<file path="src/rtl/oat_pkg.sv">
package oat_pkg;
  // register byte offsets
  localparam int OFS_STAT = 'h00;
  localparam int OFS_CNT  = 'h04;
  localparam int OFS_MOD  = 'h08;
  localparam int OFS_INIT = 'h4C;
  localparam int OFS_THR  = 'h84;

  // status bit positions
  localparam int ST_PS_LO   = 0;
  localparam int ST_CSEL_LO = 3;
  localparam int ST_IE      = 6;
  localparam int ST_FLAG    = 7;

  typedef enum logic [1:0] {
    CSEL_OFF  = 2'd0,
    CSEL_RSV1 = 2'd1,
    CSEL_REF  = 2'd2,
    CSEL_RSV3 = 2'd3
  } csel_e;
endpackage

</file>
<file path="src/rtl/oat_prescaler.sv">
module oat_prescaler #(
  parameter int PS_W = 3
) (
  input  logic            clk,
  input  logic            rst_n,
  input  logic            ref_tick,
  input  logic            run,
  input  logic            restart,
  input  logic [PS_W-1:0] ps,
  output logic            tick
);
  localparam int DIV_W = (1 << PS_W) - 1;

  // last phase of the divider: 2^p - 1
  function automatic logic [DIV_W-1:0] last_phase(input logic [PS_W-1:0] p);
    logic [DIV_W:0] w;
    w = ({{DIV_W{1'b0}}, 1'b1} << p) - 1'b1;
    return w[DIV_W-1:0];
  endfunction

  logic [DIV_W-1:0] phase_q;
  logic             strobe;

  assign strobe = run && ref_tick;
  assign tick   = strobe && (phase_q == last_phase(ps));

  always_ff @(posedge clk or negedge rst_n) begin
    if (!rst_n)       phase_q <= '0;
    else if (restart) phase_q <= '0;
    else if (strobe)  phase_q <= tick ? '0 : phase_q + 1'b1;
  end
endmodule

</file>
<file path="src/rtl/oat_counter.sv">
module oat_counter #(
  parameter int CNT_W = 16
) (
  input  logic             clk,
  input  logic             rst_n,
  input  logic             tick,
  input  logic             load,
  input  logic [CNT_W-1:0] init,
  input  logic [CNT_W-1:0] modv,
  output logic [CNT_W-1:0] count,
  output logic             ovf_evt
);
  function automatic logic [CNT_W-1:0] next_val(input logic [CNT_W-1:0] cur,
                                                input logic [CNT_W-1:0] m,
                                                input logic [CNT_W-1:0] st);
    return (cur == m) ? st : cur + 1'b1;
  endfunction

  assign ovf_evt = tick && !load && (count == modv);

  always_ff @(posedge clk or negedge rst_n) begin
    if (!rst_n)    count <= '0;
    else if (load) count <= init;
    else if (tick) count <= next_val(count, modv, init);
  end
endmodule

</file>
<file path="src/rtl/oat_flag.sv">
module oat_flag #(
  parameter int THR_W = 5
) (
  input  logic             clk,
  input  logic             rst_n,
  input  logic             ovf_evt,
  input  logic [THR_W-1:0] thr,
  input  logic             thr_wr,
  input  logic             stat_rd,
  input  logic             stat_wr,
  input  logic             wr_flag_bit,
  output logic             flag,
  output logic             flag_set_evt,
  output logic             flag_clr_evt
);
  logic [THR_W-1:0] seen_q;
  logic             armed_q;

  // true when this overflow completes the requested group
  function automatic logic group_done(input logic [THR_W-1:0] n,
                                      input logic [THR_W-1:0] t);
    logic [THR_W:0] nxt;
    nxt = {1'b0, n} + 1'b1;
    return (t == '0) || (nxt >= {1'b0, t});
  endfunction

  assign flag_set_evt = ovf_evt && group_done(seen_q, thr);
  assign flag_clr_evt = stat_wr && !wr_flag_bit && armed_q && !flag_set_evt;

  always_ff @(posedge clk or negedge rst_n) begin
    if (!rst_n) begin
      seen_q  <= '0;
      armed_q <= 1'b0;
      flag    <= 1'b0;
    end else begin
      if (thr_wr)       seen_q <= '0;
      else if (ovf_evt) seen_q <= flag_set_evt ? '0 : seen_q + 1'b1;

      if (stat_wr)              armed_q <= 1'b0;
      else if (stat_rd && flag) armed_q <= 1'b1;

      if (flag_set_evt)      flag <= 1'b1;
      else if (flag_clr_evt) flag <= 1'b0;
    end
  end
endmodule

</file>
<file path="src/rtl/ovf_alarm_timer.sv">
module ovf_alarm_timer
  import oat_pkg::*;
#(
  parameter int CNT_W  = 16,
  parameter int PS_W   = 3,
  parameter int THR_W  = 5,
  parameter int ADDR_W = 8,
  parameter int DATA_W = 32
) (
  input  logic              clk,
  input  logic              rst_n,
  input  logic              ref_tick,
  input  logic              bus_wr,
  input  logic              bus_rd,
  input  logic [ADDR_W-1:0] bus_addr,
  input  logic [DATA_W-1:0] bus_wdata,
  output logic [DATA_W-1:0] bus_rdata,
  output logic              irq
);
  localparam logic [ADDR_W-1:0] A_STAT = ADDR_W'(OFS_STAT);
  localparam logic [ADDR_W-1:0] A_CNT  = ADDR_W'(OFS_CNT);
  localparam logic [ADDR_W-1:0] A_MOD  = ADDR_W'(OFS_MOD);
  localparam logic [ADDR_W-1:0] A_INIT = ADDR_W'(OFS_INIT);
  localparam logic [ADDR_W-1:0] A_THR  = ADDR_W'(OFS_THR);

  logic [PS_W-1:0]  ps_q;
  csel_e            csel_q;
  logic             ie_q;
  logic [CNT_W-1:0] mod_q;
  logic [CNT_W-1:0] init_q;
  logic [THR_W-1:0] thr_q;
  logic [CNT_W-1:0] cnt_q;
  logic             flag_q;

  // named internal events
  logic stat_wr, stat_rd, cnt_wr, thr_wr;
  logic tick, ovf_evt, flag_set_evt, flag_clr_evt;

  logic unused_wdata;
  assign unused_wdata = ^bus_wdata[DATA_W-1:CNT_W];

  assign stat_wr = bus_wr && (bus_addr == A_STAT);
  assign stat_rd = bus_rd && (bus_addr == A_STAT);
  assign cnt_wr  = bus_wr && (bus_addr == A_CNT);
  assign thr_wr  = bus_wr && (bus_addr == A_THR);

  always_ff @(posedge clk or negedge rst_n) begin
    if (!rst_n) begin
      ps_q   <= '0;
      csel_q <= CSEL_OFF;
      ie_q   <= 1'b0;
      mod_q  <= '1;
      init_q <= '0;
      thr_q  <= '0;
    end else if (bus_wr) begin
      case (bus_addr)
        A_STAT: begin
          ps_q   <= bus_wdata[ST_PS_LO +: PS_W];
          csel_q <= csel_e'(bus_wdata[ST_CSEL_LO +: 2]);
          ie_q   <= bus_wdata[ST_IE];
        end
        A_MOD:   mod_q  <= bus_wdata[CNT_W-1:0];
        A_INIT:  init_q <= bus_wdata[CNT_W-1:0];
        A_THR:   thr_q  <= bus_wdata[THR_W-1:0];
        default: ;
      endcase
    end
  end

  oat_prescaler #(.PS_W(PS_W)) u_pre (
    .clk      (clk),
    .rst_n    (rst_n),
    .ref_tick (ref_tick),
    .run      (csel_q == CSEL_REF),
    .restart  (stat_wr),
    .ps       (ps_q),
    .tick     (tick)
  );

  oat_counter #(.CNT_W(CNT_W)) u_cnt (
    .clk     (clk),
    .rst_n   (rst_n),
    .tick    (tick),
    .load    (cnt_wr),
    .init    (init_q),
    .modv    (mod_q),
    .count   (cnt_q),
    .ovf_evt (ovf_evt)
  );

  oat_flag #(.THR_W(THR_W)) u_flag (
    .clk          (clk),
    .rst_n        (rst_n),
    .ovf_evt      (ovf_evt),
    .thr          (thr_q),
    .thr_wr       (thr_wr),
    .stat_rd      (stat_rd),
    .stat_wr      (stat_wr),
    .wr_flag_bit  (bus_wdata[ST_FLAG]),
    .flag         (flag_q),
    .flag_set_evt (flag_set_evt),
    .flag_clr_evt (flag_clr_evt)
  );

  assign irq = flag_q && ie_q;

  always_comb begin
    bus_rdata = '0;
    case (bus_addr)
      A_STAT: begin
        bus_rdata[ST_PS_LO +: PS_W] = ps_q;
        bus_rdata[ST_CSEL_LO +: 2]  = csel_q;
        bus_rdata[ST_IE]            = ie_q;
        bus_rdata[ST_FLAG]          = flag_q;
      end
      A_CNT:   bus_rdata[CNT_W-1:0] = cnt_q;
      A_MOD:   bus_rdata[CNT_W-1:0] = mod_q;
      A_INIT:  bus_rdata[CNT_W-1:0] = init_q;
      A_THR:   bus_rdata[THR_W-1:0] = thr_q;
      default: ;
    endcase
  end
endmodule

</file>
<file path="config.mk">
export PLATFORM = sky130hd
export DESIGN_NAME = ovf_alarm_timer
export DESIGN_NICKNAME = d
export VERILOG_FILES = /design/src/rtl/oat_pkg.sv /design/src/rtl/oat_prescaler.sv /design/src/rtl/oat_counter.sv /design/src/rtl/oat_flag.sv /design/src/rtl/ovf_alarm_timer.sv
export SDC_FILE = /design/constraint.sdc
export NUM_CORES = 1
export LEC_CHECK = 0
export BUFFER_PORTS_ARGS = -buffer_cell sky130_fd_sc_hd__buf_2
export CAP_MARGIN = 20
export CORE_UTILIZATION = 25
export CTS_CLUSTER_SIZE = 40
export DETAILED_ROUTE_END_ITERATION = 8
export PLACE_DENSITY_LB_ADDON = 0.1
export SLEW_MARGIN = 20
export SYNTH_ARGS = -nofsm -noshare
export SYNTH_HDL_FRONTEND = slang
export SYNTH_HIERARCHICAL = 1
export SYNTH_SLANG_ARGS = --single-unit
</file>
<file path="constraint.sdc">
create_clock -name clk -period 3.9 [get_ports clk]
set_input_delay 0.78 -clock clk [delete_from_list [all_inputs] [get_ports clk]]
set_output_delay 0.78 -clock clk [all_outputs]
set_load 0.02 [all_outputs]
</file>
## Word-level counts from Yosys, hierarchy flattened

Cells that the tools add are included.

- Register bits after elaboration: 73
- Input port bits: 45
- Output and inout port bits: 33
- Word-level logic and storage cells: 71

- $add $sub $neg: 5
- Shift operators: 1
- Magnitude comparators: 1
- Multiplexer cells: 17
- Equality and inequality tests: 7
- Reductions and logical operators: 29

Operator list:

| kind | count |
|---|---|
| $mux W16 | 3 |
| $pmux W5 S5 | 1 |
| $pmux W8 S3 | 1 |
| $mux W7 | 3 |
| $add A16 B1 Y16 const B | 1 |
| $eq A16 B16 Y1 | 1 |
| $mux W5 | 3 |
| $logic_and A1 B1 Y1 | 14 |
| $reduce_bool A2 Y1 | 5 |
| $eq A8 B3 Y1 const B | 1 |
| $eq A8 B4 Y1 const B | 1 |
| $eq A8 B7 Y1 const B | 1 |
| $eq A8 B8 Y1 const B | 1 |
| $logic_not A8 Y1 | 1 |
| $pmux W2 S4 | 1 |
| $reduce_and A2 Y1 | 4 |
| $add A7 B1 Y7 const B | 1 |
| $eq A7 B7 Y1 | 1 |
| $shl A1 B3 Y7 const A | 1 |
| $sub A7 B1 Y7 const B | 1 |
| $add A5 B1 Y6 const B | 1 |
| $ge A6 B5 Y1 | 1 |
| $add A5 B1 Y5 const B | 1 |
| $logic_not A5 Y1 | 1 |
| 5 further kinds | 10 |

## Logic depth before layout (Yosys ltp)

- Word-level depth: 11
- Mapped depth: 12
- Mapped depth without buffers: 10

## Cells and area by module

Netlist, hierarchy kept.

By module, submodules not included:

| module | area an instance (sq um) | sequential area each (sq um) | cells each | instances |
|---|---|---|---|---|
| ovf_alarm_timer | 2399.8 | 1096.1 | 194 | 1 |
| oat_counter | 1221.2 | 400.4 | 143 | 1 |
| oat_prescaler | 573.0 | 175.2 | 62 | 1 |
| oat_flag | 539.3 | 175.2 | 57 | 1 |

## Worst setup path after synthesis

No wires, ideal clock.

- Path kind: in2reg
- From: input port bus_addr[7]
- To: register u_flag.seen_q[4]
- Slack: 0.592 ns
- Buffers on the path: 4
- Library setup time: 0.101 ns
- Stages on the path: 9
- Arrival: 3.208 ns
- Required time: 3.799 ns
- Cell sequence: clkbuf_1 > or4b_2 > clkbuf_1 > nor3_1 > clkbuf_1 > clkinv_1 > and3_1 > clkbuf_1 > o32ai_1

- Longest elaborated chain between the ends: 9
- Elaborated cells between the ends (all ways): 12
- Classes of those cells: eq/ne: 2; mux: 3; reduce/logical: 7

RTL lines:

| element | RTL line | RTL |
|---|---|---|
| start, declared | ovf_alarm_timer.sv:15 | `input logic [ADDR_W-1:0] bus_addr,` |
| $eq A8 B3 Y1 (*) | ovf_alarm_timer.sv:44 | `assign cnt_wr = bus_wr && (bus_addr == A_CNT);` |
| $logic_and A1 B1 Y1 (*) | ovf_alarm_timer.sv:44 |  |
| via cnt_wr | ovf_alarm_timer.sv:36 | `logic stat_wr, stat_rd, cnt_wr, thr_wr;` |
| $logic_not A1 Y1 (*) | oat_counter.sv:19 | `assign ovf_evt = tick && !load && (count == modv);` |
| $logic_and A1 B1 Y1 (*) (2 in series) | oat_counter.sv:19 |  |
| via ovf_evt | ovf_alarm_timer.sv:37 | `logic tick, ovf_evt, flag_set_evt, flag_clr_evt;` |
| $logic_and A1 B1 Y1 | oat_flag.sv:27 | `assign flag_set_evt = ovf_evt && group_done(seen_q, thr);` |
| $mux W5 (2 in series) | oat_flag.sv:37 | `else if (ovf_evt) seen_q <= flag_set_evt ? '0 : seen_q + 1'b1;` |
| $mux W5 | oat_flag.sv:36 | `if (thr_wr) seen_q <= '0;` |
| end signal, assigned | oat_flag.sv:37 |  |
| end, declared | oat_flag.sv:16 | `logic [THR_W-1:0] seen_q;` |

Mark *: on every way through the listed nets, which the timed path passes. The rest lies on a longest branch. The select of a mux whose other input is x is not followed.
A chain may end at the register's enable or synchronous reset.

## Worst setup path in the final report

- From: input port bus_addr[7]
- To: output port bus_rdata[5]

- Longest elaborated chain between the ends: 2
- Elaborated cells between the ends (all ways): 4
- Classes of those cells: eq/ne: 3; mux: 1

RTL lines:

| element | RTL line | RTL |
|---|---|---|
| $eq A8 B7 Y1 (tied with other cells) | ovf_alarm_timer.sv:109 | `case (bus_addr)` |
| $pmux W1 S3 (*) | ovf_alarm_timer.sv:109 |  |
| end, declared | ovf_alarm_timer.sv:17 | `output logic [DATA_W-1:0] bus_rdata,` |

Mark *: on every way between the ends. The rest lies on a longest branch, timed or not.

==> flow_summary_export.csv <==
group,metric,value,unit
floorplan,io_pins,78,
timing,clock.fmax,309,MHz
setup_path,r2r_end,"u_cnt/count[9]",
floorplan,fp.dieH,139,um
route,drt_iter0_drc,226,
timing,finalSetupViolCount,0,
global_route,grtUsageTotal,14.8,%
setup_path,r2r_start,"ps_q[1]",
final_layout,seq_area,1850,um2
setup_path,slowest_delay,0.89,ns
setup_path,r2r.worst_path.cells,8,
route,routedWlPerCell,18.5,um
timing,final_max_slew_viol_count,0,
setup_path,crit_path_max_fanout,12,
place,io_buffer_count,45,
clock_tree,postCtsSetupRepairBufs,0,
timing,worstMarginPinSlew,0.886,ns
floorplan,die-area,19400,um2
place,gp_congestion,0.778,
synth,syn_inst,454,
synth,syn_avg_cell_area,10.4,um2
clock_tree,cts_buffers,9,
timing,finalHoldViolCount,0,
route,first_pass_iters,4,
timing,period_share,83.0,%
route,wirelength,13.6,mm
global_route,antenna_found_initial,0,
clock_tree,max-clock-path-buffers,2,
final_layout,final_cell_mix,"57 x dfrtp_1, 44 x buf_2, 38 x mux2_2, 27 x nor3_1, 25 x xnor2_1",
synth,synth_area,4720,um2
hold_path,hold_path.class,"input pin to async pin",
floorplan,die_x,139,um
setup_path,crit_slowest_cell,"or4b_2",
clock_tree,numClockSinks,73,
global_route,grt_pass1_vias,3778,
timing,fin_tns_setup,0,ns
clock_tree,cts_resized,0,
synth,yosys_warnings,6,
place,dp_hpwl,10.0,mm
setup_path,startpoint_type,"input pin",
timing,relSlewSlack,40.9,%
pwr,leakagePower,2.33,nW
final_layout,layout-drive-gt1-share,31.7,%
setup_path,end_kind,"primary output",
floorplan,start_util,25.9,%
pwr,total_power,0.00214,W
clock_tree,cts_tree,"built",
clock_tree,hold_buffers,0,
clock_tree,clk_pin_slew,0.06,ns
final_layout,final_nets,553,
global_route,grt_overflow_total,0,
setup_path,worstPathRequired,3.12,ns
setup_path,cp.arrival,2.46,ns
route,vias,3659,
setup_path,reg2reg_slack,0.89,ns
setup_path,path_cells,"buf_2, or4b_2, nor3_1, a221o_1, buf_2",
setup_path,crit_type,"input pin to primary output",
final_layout,n_fill_cell,1875,
setup_path,startpoint,"bus_addr[7]",
timing,fin_worst_skew,0.00940,ns
timing,period_needed,3.24,ns
outcome,status,"completed",
job,maxCapViolCount,0,
floorplan,core,18200,um2
floorplan,rows,49,
final_layout,area_delta_synth_final,15.6,%
setup_path,crit_top_cell,"buf_2",
route,vias_per_cell,4.99,
final_layout,final_common_cell,"dfrtp_1",
clock_tree,cts_root_buf,"clkbuf_16",
pwr,p_per_area,393,nW/um2
route,ant_nets,0,
setup_path,crit_path_end,"bus_rdata[5]",
final_layout,diodes,0,
final_layout,multi_input_area,2580,um2
global_route,grt_first_pass_wirelength,22.1,mm
route,drc,0,
clock_tree,clk_latency,0.34,ns
timing,rsz0062_at_grt,"no",
global_route,grt_max_degree,74,
clock_tree,ctsHtreeMaxLevel,3,
pwr,vdd_ir_drop_max,0.000175,V
## power by group
part | internal, W | switching, W | total [W] | leakage (nW)
clock | 0.000577 | 0.000338 | 0.000915 | 0.159
combinational | 0.000147 | 0.000174 | 0.000321 | 1.23
sequential | 0.000816 | 0.0000920 | 0.000908 | 0.940
total | 0.00154 | 0.000604 | 0.00214 | 2.33
## state kept, by name (all words and copies together) (netlist names), 2 cells and up
register       cells
u_pre/phase_q      7
ps_q               3
thr_q              5
u_cnt/count       16
mod_q             16
csel_q             2
u_flag/seen_q      5
init_q            16
## worst min path at each step
stage / start / to
2_1_floorplan: u_flag/armed_q / u_flag/armed_q
3_3_place_gp: u_flag/armed_q / u_flag/armed_q
3_5_place_dp: u_flag/armed_q / u_flag/armed_q
4_1_cts: u_flag/armed_q / u_flag/armed_q
5_1_grt: rst_n / u_pre/phase_q[4]
6_report: rst_n / u_pre/phase_q[4]
## stage by stage
stage / std cells / worst slack (ns) / instance area, um2 / hold WS [ns] / util [%]
global route: 734 / 0.561 / 5460 / 0.450 / 30.0
finish: 734 / 0.661 / 5460 / 0.410 / 30.0
floorplan: 469 / 0.615 / 4780 / 0.463 / -
CTS: 733 / 0.649 / 5440 / 0.536 / 29.9
detailed placement: 717 / 0.609 / 5110 / 0.522 / 28.1
global placement: 717 / 0.609 / 5110 / 0.515 / 28.1
## worst max-delay path: cells and delay by family
kind,cells,cell delay (ns)
simple gates,2,1.11
compound gates,1,0.19
buf+inv,2,0.39
## area by class of cell
cell class | count | area share, %
Tap cell | 229 | 5.25
Sequential cell | 73 | 33.8
Multi-Input combinational cell | 336 | 47.4
Clock buffer | 11 | 4.45
Clock inverter | 5 | 1.44
Timing Repair Buffer | 57 | 6.05
Inverter | 23 | 1.58
## routing by layer
metal  up-vias  GRT usage, %  wire length (um)  part of all wire [%]
met4         0          5.44               196                   1.4
li1       1758             -                 -                     -
met5         -             0                 0                     0
met1      1817          20.6              6750                    50
met2        73          23.4              6320                    47
met3        11          1.72               297                   2.2
Power figures use the tool's default switching activity.
